[config.mk]
export PLATFORM = sky130hd
export DESIGN_NAME = gauss_nb_mult
export DESIGN_NICKNAME = d
export VERILOG_FILES = /design/src/rtl/gauss_nb_pkg.sv /design/src/rtl/gauss_nb_ctrl.sv /design/src/rtl/gauss_nb_opbank.sv /design/src/rtl/gauss_nb_hankel.sv /design/src/rtl/gauss_nb_accum.sv /design/src/rtl/gauss_nb_mult.sv
export SDC_FILE = /design/constraint.sdc
export NUM_CORES = 1
export LEC_CHECK = 0
export CORE_MARGIN = 4
export CORE_UTILIZATION = 44
export DETAILED_ROUTE_END_ITERATION = 12
export PLACE_DENSITY_LB_ADDON = 0.08
export SLEW_MARGIN = 20
export SYNTH_ARGS = -nofsm -noshare
export SYNTH_HDL_FRONTEND = slang
export SYNTH_HIERARCHICAL = 1
export SYNTH_SLANG_ARGS = --single-unit
[constraint.sdc]
create_clock -name clk -period 2.1 [get_ports clk]
set_input_delay 0.315 -clock clk [delete_from_list [all_inputs] [get_ports clk]]
set_output_delay 0.315 -clock clk [all_outputs]
set_load 0.01 [all_outputs]
[src/rtl/gauss_nb_pkg.sv]
package gauss_nb_pkg;

  function automatic int cdiv(input int a, input int b);
    return (a + b - 1) / b;
  endfunction

  // index width that never collapses to zero bits
  function automatic int iw(input int n);
    return (n > 1) ? $clog2(n) : 1;
  endfunction

  // number of result digits that must be formed
  function automatic int half_digits(input int m, input int t, input int d);
    int num;
    int k;
    num = ((m % 2) == 0) ? (m * t) : (m * t - t + 2);
    k = cdiv(num, 2 * d);
    return (k < 1) ? 1 : k;
  endfunction

endpackage

[src/rtl/gauss_nb_ctrl.sv]
module gauss_nb_ctrl #(
  parameter int N  = 7,
  parameter int K  = 3,
  parameter int JW = 3,
  parameter int IW = 2
) (
  input  logic          clk,
  input  logic          rst,
  input  logic          start,
  input  logic          drain,
  output logic          accept,
  output logic          busy,
  output logic [IW-1:0] row,
  output logic [JW-1:0] col,
  output logic          shift,
  output logic          last
);
  logic row_end;

  assign accept  = start && !busy && !drain;
  assign row_end = busy && (col == JW'(N - 1));
  assign last    = row_end && (row == IW'(K - 1));
  assign shift   = row_end;

  always_ff @(posedge clk) begin
    if (rst) begin
      busy <= 1'b0;
      row  <= '0;
      col  <= '0;
    end else if (accept) begin
      busy <= 1'b1;
      row  <= '0;
      col  <= '0;
    end else if (busy) begin
      if (row_end) begin
        col <= '0;
        if (last) busy <= 1'b0;
        else      row  <= row + 1'b1;
      end else begin
        col <= col + 1'b1;
      end
    end
  end
endmodule

[src/rtl/gauss_nb_opbank.sv]
module gauss_nb_opbank #(
  parameter int N  = 7,
  parameter int NH = 9,
  parameter int D  = 1,
  parameter int JW = 3,
  parameter int QW = 4
) (
  input  logic                    clk,
  input  logic                    rst,
  input  logic                    load,
  input  logic                    shift,
  input  logic [NH*(2*D-1)-1:0]   h_load,
  input  logic [N*D-1:0]          b_load,
  input  logic [JW-1:0]           sel,
  output logic [2*D-2:0]          h_sel,
  output logic [D-1:0]            b_sel
);
  localparam int HW = 2 * D - 1;

  logic [HW-1:0] hank_q [NH];
  logic [D-1:0]  opb_q  [N];

  // Hankel bank: load, or rotate down one digit per finished row
  for (genvar q = 0; q < NH; q++) begin : g_h
    always_ff @(posedge clk) begin
      if (rst)        hank_q[q] <= '0;
      else if (load)  hank_q[q] <= h_load[q*HW +: HW];
      else if (shift) hank_q[q] <= hank_q[(q + 1) % NH];
    end
  end

  for (genvar j = 0; j < N; j++) begin : g_b
    always_ff @(posedge clk) begin
      if (rst)       opb_q[j] <= '0;
      else if (load) opb_q[j] <= b_load[j*D +: D];
    end
  end

  assign h_sel = hank_q[QW'(sel)];
  assign b_sel = opb_q[sel];
endmodule

[src/rtl/gauss_nb_hankel.sv]
module gauss_nb_hankel #(
  parameter int D  = 1,
  parameter int IW = 2
) (
  input  logic          clk,
  input  logic          rst,
  input  logic          in_vld,
  input  logic [IW-1:0] in_row,
  input  logic          in_last,
  input  logic [2*D-2:0] h,
  input  logic [D-1:0]  b,
  output logic          out_vld,
  output logic [IW-1:0] out_row,
  output logic          out_last,
  output logic [D-1:0]  y
);
  logic [D-1:0] y_c;

  // row r of the Hankel matrix is the window h[r +: D]
  for (genvar r = 0; r < D; r++) begin : g_row
    assign y_c[r] = ^(h[r +: D] & b);
  end

  always_ff @(posedge clk) begin
    if (rst) begin
      out_vld  <= 1'b0;
      out_row  <= '0;
      out_last <= 1'b0;
      y        <= '0;
    end else begin
      out_vld  <= in_vld;
      out_row  <= in_row;
      out_last <= in_vld && in_last;
      y        <= in_vld ? y_c : '0;
    end
  end
endmodule

[src/rtl/gauss_nb_accum.sv]
module gauss_nb_accum #(
  parameter int K  = 3,
  parameter int D  = 1,
  parameter int IW = 2
) (
  input  logic          clk,
  input  logic          rst,
  input  logic          clear,
  input  logic          in_vld,
  input  logic [IW-1:0] in_row,
  input  logic          in_last,
  input  logic [D-1:0]  y,
  output logic [K*D-1:0] c_flat,
  output logic          done
);
  // switch: each product lands in the accumulator named by its row tag
  for (genvar i = 0; i < K; i++) begin : g_acc
    always_ff @(posedge clk) begin
      if (rst || clear)
        c_flat[i*D +: D] <= '0;
      else if (in_vld && (in_row == IW'(i)))
        c_flat[i*D +: D] <= c_flat[i*D +: D] ^ y;
    end
  end

  always_ff @(posedge clk) begin
    if (rst) done <= 1'b0;
    else     done <= in_vld && in_last;
  end
endmodule

[src/rtl/gauss_nb_mult.sv]
module gauss_nb_mult
  import gauss_nb_pkg::*;
#(
  parameter int M = 2,
  parameter int T = 3,
  parameter int D = 1,
  localparam int P  = M * T + 1,
  localparam int N  = P / D,
  localparam int K  = half_digits(M, T, D),
  localparam int NH = N + K - 1,
  localparam int HW = 2 * D - 1
) (
  input  logic              clk,
  input  logic              rst,
  input  logic              start,
  input  logic [NH*HW-1:0]  h_load,
  input  logic [N*D-1:0]    b_load,
  output logic [K*D-1:0]    c_out,
  output logic              done
);
  localparam int JW = iw(N);
  localparam int IW = iw(K);
  localparam int QW = iw(NH);

  logic          accept, busy, shift, last;
  logic [IW-1:0] row;
  logic [JW-1:0] col;
  logic [HW-1:0] h_sel;
  logic [D-1:0]  b_sel;
  logic          pv, p_last;
  logic [IW-1:0] p_row;
  logic [D-1:0]  prod;

  gauss_nb_ctrl #(.N(N), .K(K), .JW(JW), .IW(IW)) u_ctrl (
    .clk(clk), .rst(rst), .start(start), .drain(pv),
    .accept(accept), .busy(busy), .row(row), .col(col),
    .shift(shift), .last(last)
  );

  gauss_nb_opbank #(.N(N), .NH(NH), .D(D), .JW(JW), .QW(QW)) u_bank (
    .clk(clk), .rst(rst), .load(accept), .shift(shift),
    .h_load(h_load), .b_load(b_load), .sel(col),
    .h_sel(h_sel), .b_sel(b_sel)
  );

  gauss_nb_hankel #(.D(D), .IW(IW)) u_hank (
    .clk(clk), .rst(rst), .in_vld(busy), .in_row(row), .in_last(last),
    .h(h_sel), .b(b_sel),
    .out_vld(pv), .out_row(p_row), .out_last(p_last), .y(prod)
  );

  gauss_nb_accum #(.K(K), .D(D), .IW(IW)) u_acc (
    .clk(clk), .rst(rst), .clear(accept),
    .in_vld(pv), .in_row(p_row), .in_last(p_last), .y(prod),
    .c_flat(c_out), .done(done)
  );
endmodule

==> flow_metrics.env, run 1 <==
export IMPL_wl_um=2680
export IMPL_fin_skew_ns=0.00760
export IMPL_grtUsageMet1_pct=16.4
export IMPL_layout_setup_ws_ns=0.327
export IMPL_worstMarginPinSlew_ns=0.369
export IMPL_ant_nets=0
export IMPL_netlist_area_leader_share_pct=32.8
export IMPL_worst_path_buf_inv=0
export IMPL_synth_xor_area_share_pct=0.597
export IMPL_synth_async_reset_ratio_pct=0
export IMPL_synth_mux_area_fraction_pct=11.5
export IMPL_clk_latency_ns=0.33
export IMPL_slew_headroom_pct=75.4
export IMPL_fillCellCount=272
export IMPL_cts_setup_buffers=0
export IMPL_ctsLongestPathBuffers=2
export IMPL_die_y_um=65.7
export IMPL_numPortBuffers=22
export IMPL_start_util_pct=46.9
export IMPL_end_kind="flop"
export IMPL_grt_max_degree=27
export IMPL_cts_buffers=5
export IMPL_crit_path_cell_trace="ha_1 > and3_2 > nor2b_1 > a22oi_1 > nor2_1"
export IMPL_crit_required_ns=2.29
export IMPL_yosys_area_top_type="edfxtp_1"
export IMPL_drc=0
export IMPL_ys_ff_latch=31
export IMPL_synth_distinct_cells=34
export IMPL_hold_viol_final=0
export IMPL_critPathSlowestCell="dfxtp_1"
export IMPL_globalRouteOverflowTotal=0
export IMPL_busiest_layer="met2"
export IMPL_hold_class="flop to flop"
export IMPL_io_pins=23
export IMPL_die_area_mm2=0.00432
export IMPL_drv_cap=0
export IMPL_syn_nets=144
export IMPL_netlist_area_mm2=0.00147
export IMPL_period_minus_slack_ns=1.77
export IMPL_crit_path_start_kind="flop"
export IMPL_wl_per_cell_um=13.5
export IMPL_synthAdderAreaFrac_pct=2.56
export IMPL_grt_pass1_wl_um=4520
export IMPL_worst_ep_arrival_time_ns=1.96
export IMPL_rows=20
export IMPL_ir_drop_mv=0.381
export IMPL_fin_crit_sh_pct=84.4
export IMPL_coreArea_mm2=0.00313
export IMPL_drt_pass1_iter_count=4
export IMPL_setup_viol=0
export IMPL_max_stage_delay_ns=0.43
export IMPL_synth_compound_area_share_pct=7.00
export IMPL_cts_hold_buffers_added=0
export IMPL_place_ws_ns=0.215
export IMPL_setup_tns_final_ns=0
export IMPL_synth_area_leaders="edfxtp_1 33%, dfxtp_1 20%, mux4_1 5.4%, mux2_2 3.1%, and2_1 3.0%"
export IMPL_cts_tree="built"
export IMPL_n_antenna_cell=0
export IMPL_root_buffer="clkbuf_4"
export IMPL_cts_resized=0
export IMPL_area_growth_pct=25.9
export IMPL_crit_path_max_fanout=7
export IMPL_path_class="flop to flop"
export IMPL_antenna_found_initial=0
export IMPL_vias=1018
export IMPL_grt_util_all_layers_pct=14.0
export IMPL_p_leak_nw=0.694
export IMPL_clk_pin_slew_ns=0.10
export IMPL_synth_top_family_by_area="simple AND/OR/NAND/NOR gates"
export IMPL_multiInputGateArea_um2=661
export IMPL_vias_per_cell=5.14
export IMPL_regArea_um2=781
export IMPL_grt_use_met3_pct=6.32
export IMPL_p_per_area_mw_per_mm2=666
export IMPL_synth_simple_area_share_pct=23.0
export IMPL_drt_iter0_drc=42
export IMPL_die_w_um=65.7
export IMPL_synth_area_per_cell_um2=12.0
export IMPL_rsz0062_at_grt="no"
export IMPL_critPathTopFamily="simple AND/OR/NAND/NOR gates"
export IMPL_layout_drive_gt1_share_pct=18.2
export IMPL_grtUsageMet2_pct=22.2
export IMPL_ys_flop_type="edfxtp_1"
export IMPL_h_tree_depth=2
export IMPL_synth_warnings=6
export IMPL_gp_congestion=0.763
export IMPL_status="finished, final reports clean"
export IMPL_slew_viol_final=0
export IMPL_synthCells=122
export IMPL_grt_pass1_vias=1007
export IMPL_cts_sink_count=31
export IMPL_yosysSeqAreaShare_pct=53.2
export IMPL_hpwl_um=1920
export IMPL_timing_fmax_ghz=0.564
export IMPL_fin_util_pct=59.0
export IMPL_fin_nets=175
export IMPL_synth_edf_count=16
## sequential cells by signal (all words and copies together), names as in the netlist, 2 cells and up
signal,flops
u_bank/opb_q,7
u_acc/c_flat,3
u_bank/hank_q,9
u_hank/out_row,2
u_ctrl/col,3
u_ctrl/row,2
## worst register-to-register path, stage by stage (launching register included)
cell and delay [ns]:
dfxtp_1 0.43, ha_1 0.31, and3_2 0.29, nor2b_1 0.35, a22oi_1 0.12, nor2_1 0.13
## power by group
part / switching, W / leakage [nW] / internal (W)
clock network: 0.000200 / 0.0386 / 0.000197
logic: 0.0000634 / 0.362 / 0.0000833
registers: 0.0000143 / 0.294 / 0.000673
## layout by cell type (no fill, tap or decap), types with 3 or more instances in the layout
cell / n
nand3b_1: 5
mux2_2: 4
a22oi_1: 5
nand2_1: 7
dfxtp_1: 15
and2_1: 7
nor3b_1: 3
clkbuf_4: 5
and2b_2: 3
buf_4: 4
ha_1: 3
clkdlybuf4s50_1: 22
mux4_1: 3
mux2i_1: 3
a21oi_1: 6
nor2_1: 10
edfxtp_1: 16
nor3_1: 3
inv_1: 3
## cell families after synthesis
group	after synthesis
and+or+nand+nor	54
adders and majority gates	3
muxes	11
AOI/OAI and AO/OA	16
buffers and inverters	6
xor gates and xnor gates	1
DFF	31
## per-stage QoR
step	cell area [µm²]	power, W	instances	hold WS, ns
global placement	1780	0.000843	190	0.409
floorplan	1470	0.000777	122	0.387
detailed placement	1780	0.000849	190	0.416
CTS	1850	0.00125	198	0.431
finish	1850	0.00123	198	0.427
global route	1850	0.00130	198	0.439
## final timing paths
path                   start                to  slack, ns  cells after the start
min          u_hank/out_last        u_acc/done       0.43                      2
max            u_ctrl/col[1]  u_bank/hank_q[7]       0.33                      5
max reg2reg    u_ctrl/col[1]  u_bank/hank_q[7]       0.33                      5
min reg2reg  u_hank/out_last        u_acc/done       0.43                      2
## synth_stat cells, types with 2 or more instances
cell type   n
mux2_2      4
a22oi_1     5
or2_2       2
mux4_1      3
a21oi_1     6
edfxtp_1   16
nor2b_1     2
clkbuf_1    2
and2_1      7
dfxtp_1    15
a31oi_1     2
inv_1       3
mux2i_1     3
nor2_1     10
ha_1        3
nor3b_1     4
nor3_1      3
and2b_2     3
o21ai_0     2
nand3b_1    5
nand4b_1    2
nand2_1     7
or3_1       2
## final cells by class
class	instances	share of cell area, %
well taps	44	2.98
inverters	3	0.610
flip-flops and latches	31	42.3
repair buffers	27	14.6
clock buffers	8	3.73
multi-input cells	85	35.8
## per-layer routing
metal | part of all wire, % | vias to the layer above
li1 | - | 515
met1 | 45 | 476
met2 | 47 | 21
met3 | 5.4 | 6
met4 | 1.8 | 0
met5 | 0 | -
Note: power is estimated with default switching activity, not from simulation.
==> run 2: changes to the inputs <==
Clock period 2.1 ns to 1.5 ns, I/O delays scaled along.
==> flow_metrics.env, run 2 (synthesized netlist as in run 1, its figures left out) <==
export IMPL_fin_util_pct=63.1
export IMPL_largest_registers="u_bank/hank_q x9, u_bank/opb_q x7"
export IMPL_worst_ep_arrival_time_ns=1.73
export IMPL_fin_skew_ns=0.0163
export IMPL_setup_tns_final_ns=0
export IMPL_post_place_cells=200
export IMPL_grt_pass1_vias=1140
export IMPL_critPathTopFamily="multiplexers"
export IMPL_numPortBuffers=22
export IMPL_status="finished, final reports clean"
export IMPL_max_stage_delay_ns=0.54
export IMPL_worstSetupPathDepth=3
export IMPL_grt_max_degree=16
export IMPL_timing_fmax_ghz=0.670
export IMPL_fin_crit_sh_pct=99.4
export IMPL_die_w_um=65.7
export IMPL_start_util_pct=46.9
export IMPL_end_kind="flop"
export IMPL_clk_pin_slew_ns=0.11
export IMPL_gp_congestion=0.778
export IMPL_p_per_area_mw_per_mm2=851
export IMPL_cts_sink_count=31
export IMPL_ant_nets=0
export IMPL_vias_per_cell=5.25
export IMPL_final_cell_mix="19 x clkdlybuf4s50_1, 17 x buf_4, 16 x edfxtp_1"
export IMPL_fillCellCount=278
export IMPL_vias=1103
export IMPL_area_growth_pct=34.6
export IMPL_die_y_um=65.7
export IMPL_rows=20
export IMPL_crit_path_cell_trace="mux4_1 > mux2_2 > and4b_1"
export IMPL_crit_path_max_fanout=5
export IMPL_multiInputGateArea_um2=713
export IMPL_reg2reg_depth=3
export IMPL_n_antenna_cell=0
export IMPL_hpwl_um=2170
export IMPL_critPathSlowestCell="mux4_1"
export IMPL_wl_um=3000
export IMPL_layout_cells_most_common="clkdlybuf4s50_1"
export IMPL_largest_register_ffs=9
export IMPL_hold_viol_final=0
export IMPL_rsz0062_at_grt="yes"
export IMPL_slew_headroom_pct=79.7
export IMPL_power_w=0.00168
export IMPL_hold_slack_ns=0.430
export IMPL_worst_path_buf_inv=0
export IMPL_path_class="flop to flop"
export IMPL_p_leak_nw=0.799
export IMPL_cts_buffers=5
export IMPL_period_minus_slack_ns=1.49
export IMPL_slew_viol_final=0
export IMPL_top_register="u_bank/hank_q"
export IMPL_wl_per_cell_um=14.3
export IMPL_final_cells=210
export IMPL_antenna_found_initial=0
export IMPL_worstMarginPinSlew_ns=0.305
export IMPL_setup_viol=0
export IMPL_whs_path_depth=2
export IMPL_grt_pass1_wl_um=5250
export IMPL_fin_nets=187
export IMPL_h_tree_depth=2
export IMPL_drt_pass1_iter_count=4
export IMPL_drv_cap=0
export IMPL_root_buffer="clkbuf_4"
export IMPL_die_area_mm2=0.00432
export IMPL_ir_drop_mv=0.446
export IMPL_layout_drive_gt1_share_pct=33.1
export IMPL_clk_latency_ns=0.34
export IMPL_hold_class="flop to flop"
export IMPL_grt_util_all_layers_pct=16.5
export IMPL_cts_hold_buffers_added=0
export IMPL_drc=0
export IMPL_cts_tree="built"
export IMPL_drt_iter0_drc=65
export IMPL_io_pins=23
export IMPL_crit_required_ns=1.74
export IMPL_crit_path_start_kind="flop"
export IMPL_regArea_um2=787
export IMPL_ctsLongestPathBuffers=2
export IMPL_coreArea_mm2=0.00313
export IMPL_globalRouteOverflowTotal=0
==> run 2: cell types whose count changed in the layout (fill, tap and decap cells not counted), moves of 3 or more <==
| cell | before | now |
|---|---|---|
| a22oi_1 | 5 | 0 |
| clkdlybuf4s50_1 | 22 | 19 |
| buf_4 | 4 | 17 |
| dlymetal6s2s_1 | 0 | 3 |
| clkinv_2 | 0 | 3 |
| a22oi_2 | 0 | 5 |
| dfxtp_1 | 15 | 12 |
==> run 2: final cells by class <==
| cell class | instances | area share (%) |
|---|---|---|
| flip-flops and latches | 31 | 39.9 |
| multi-input cells | 85 | 36.1 |
| repair buffers | 39 | 18.0 |
| well taps | 44 | 2.79 |
| clock buffers | 5 | 1.90 |
| clock inverters | 3 | 0.760 |
| inverters | 3 | 0.570 |
==> run 2: worst min-delay path: cells and delay by family, from the launching register on <==
kind             cells  cell delay, ns
flip-flops           1            0.31
AND/OR/NAND/NOR      2            0.09
==> run 2: stage by stage <==
stage	cell area, µm²	worst slack, ns
3_3_place_gp	1860	-0.103
2_1_floorplan	1500	0.0139
5_1_grt	1970	-0.0303
3_5_place_dp	1860	-0.140
6_report	1970	0.00855
4_1_cts	1920	-0.0142
==> run 2: power by group <==
part / internal (W) / leakage (nW) / switching (W)
registers: 0.000943 / 0.295 / 0.0000320
logic: 0.000139 / 0.470 / 0.0000967
clock network: 0.000174 / 0.0347 / 0.000297
total: 0.00126 / 0.799 / 0.000425
==> run 2: worst paths after layout <==
check | from | end | slack (ns)
worst max-delay path | u_ctrl/col[0] | u_hank/y | 0.009
worst max register to register | u_ctrl/col[0] | u_hank/y | 0.009
worst min-delay path | u_hank/out_last | u_acc/done | 0.43
worst min register to register | u_hank/out_last | u_acc/done | 0.43
==> run 2: per-layer routing <==
| metal | track usage, % | vias up | share of wire [%] |
|---|---|---|---|
| li1 | - | 540 | - |
| met1 | 19.2 | 525 | 45 |
| met2 | 26.8 | 30 | 48 |
| met3 | 6.50 | 8 | 4.8 |
| met4 | 6.99 | 0 | 2.4 |
| met5 | 0 | - | 0 |
==> run 2: what timing repair did <==
action	CTS	global route
pin swaps	1	2
setup endpoints to repair	6	23
setup buffers	0	2
resized for setup	1	15
==> run 3: changes to the inputs <==
Clock period 1.5 ns to 1.69 ns, I/O delays scaled along.
==> flow_metrics.env, run 3 (synthesized netlist as in run 1, its figures left out) <==
export IMPL_path_class="flop to flop"
export IMPL_cts_sink_count=31
export IMPL_slew_viol_final=0
export IMPL_max_stage_delay_ns=0.39
export IMPL_drv_cap=0
export IMPL_hpwl_um=2130
export IMPL_clk_pin_slew_ns=0.10
export IMPL_root_buffer="clkbuf_4"
export IMPL_cts_tree="built"
export IMPL_cts_hold_buffers_added=0
export IMPL_ir_drop_mv=0.512
export IMPL_fin_crit_sh_pct=96.3
export IMPL_numPortBuffers=22
export IMPL_fin_nets=186
export IMPL_ant_nets=0
export IMPL_slew_headroom_pct=77.0
export IMPL_top_register="u_bank/hank_q"
export IMPL_hold_class="flop to flop"
export IMPL_die_area_mm2=0.00432
export IMPL_status="finished, final reports clean"
export IMPL_grt_pass1_wl_um=4920
export IMPL_gp_congestion=0.792
export IMPL_drt_pass1_iter_count=4
export IMPL_wl_um=2860
export IMPL_period_minus_slack_ns=1.63
export IMPL_crit_required_ns=1.80
export IMPL_worst_path_buf_inv=2
export IMPL_grt_util_all_layers_pct=15.4
export IMPL_start_util_pct=46.9
export IMPL_fin_skew_ns=0.0117
export IMPL_worstMarginPinSlew_ns=0.344
export IMPL_multiInputGateArea_um2=667
export IMPL_coreArea_mm2=0.00313
export IMPL_die_y_um=65.7
export IMPL_h_tree_depth=2
export IMPL_layout_cells_most_common="clkdlybuf4s50_1"
export IMPL_hold_slack_ns=0.428
export IMPL_wl_per_cell_um=13.7
export IMPL_layout_drive_gt1_share_pct=24.8
export IMPL_antenna_found_initial=0
export IMPL_area_growth_pct=32.3
export IMPL_drc=0
export IMPL_clk_latency_ns=0.34
export IMPL_drt_iter0_drc=56
export IMPL_largest_register_ffs=9
export IMPL_ctsLongestPathBuffers=2
export IMPL_globalRouteOverflowTotal=0
export IMPL_crit_path_cell_trace="inv_1 > ha_1 > and3_2 > or3_1 > buf_4"
export IMPL_crit_path_max_fanout=5
export IMPL_worst_ep_arrival_time_ns=1.74
export IMPL_timing_fmax_ghz=0.615
export IMPL_regArea_um2=785
export IMPL_vias=1075
export IMPL_rsz0062_at_grt="no"
export IMPL_final_cell_mix="22 x clkdlybuf4s50_1, 16 x buf_4, 16 x edfxtp_1"
export IMPL_io_pins=23
export IMPL_p_per_area_mw_per_mm2=832
export IMPL_n_antenna_cell=0
export IMPL_place_ws_ns=-0.0179
export IMPL_die_w_um=65.7
export IMPL_largest_registers="u_bank/hank_q x9, u_bank/opb_q x7"
export IMPL_crit_path_start_kind="flop"
export IMPL_layout_setup_ws_ns=0.0629
export IMPL_setup_viol=0
export IMPL_vias_per_cell=5.14
export IMPL_rows=20
export IMPL_p_leak_nw=0.756
export IMPL_critPathSlowestCell="dfxtp_4"
export IMPL_grt_pass1_vias=1109
export IMPL_critPathTopFamily="simple AND/OR/NAND/NOR gates"
export IMPL_grt_max_degree=11
export IMPL_hold_viol_final=0
export IMPL_fillCellCount=259
export IMPL_end_kind="flop"
export IMPL_cts_buffers=5
## run 3: cell count changes in the layout (fill, tap and decap cells not counted), sizes merged
cell,before,now
clkbuf,5,7
buf,17,16
clkinv,3,1
clkdlybuf4s50,19,22
dlymetal6s2s,3,0
## run 3: per-layer routing
metal  share of wire, %  global-route usage, %  up-vias  routed length [µm]
met3                4.8                   6.32        5                 138
met4                1.7                   5.44        0                  48
met2                 49                   26.3       22                1410
li1                   -                      -      536                   -
met5                  0                      0        -                   0
met1                 44                   17.0      512                1260
## run 3: worst paths after layout
kind,start,to,slack (ns),cells past startpoint
min reg2reg,u_hank/out_last,u_acc/done,0.43,2
max reg2reg,u_ctrl/col[0],u_bank/hank_q[4],0.06,5
max,u_ctrl/col[0],u_bank/hank_q[4],0.06,5
min,u_hank/out_last,u_acc/done,0.43,2
## run 3: power by group
part	total [W]	switching [W]	internal [W]	leakage, nW
registers	0.000859	0.0000235	0.000836	0.295
clock network	0.000558	0.000268	0.000290	0.0464
logic	0.000195	0.0000789	0.000116	0.415
## run 3: area by class of cell
class / instances / area share, %
Sequential cell: 31 / 40.5
Multi-Input combinational cell: 85 / 34.4
Timing Repair Buffer: 38 / 17.5
Clock buffer: 7 / 3.94
Tap cell: 44 / 2.84
Inverter: 3 / 0.581
Clock inverter: 1 / 0.258
## run 3: metrics by stage
step / cell area [µm²] / total power (W) / util (%) / setup TNS, ns / cells
final: 1940 / 0.00161 / 62.0 / 0 / 209
after global routing: 1940 / 0.00169 / 62.0 / 0 / 209
after CTS: 1940 / 0.00163 / 61.9 / 0 / 209
after detailed placement: 1860 / 0.00107 / 59.3 / -0.0471 / 201
after global placement: 1860 / 0.00107 / 59.3 / 0 / 201
after floorplan: 1480 / 0.000971 / - / 0 / 122
## run 3: worst reg2reg max path: cells and delay by family, from the launching register on
kind	cells	cell delay [ns]
DFF	1	0.39
buffers and inverters	2	0.22
and+or+nand+nor	2	0.59
adders and majority gates	1	0.20
## run 3: what timing repair did
item,4_1_cts,5_1_grt
resized for setup,0,1
endpoints found under the setup margin,0,10
setup buffers,0,0
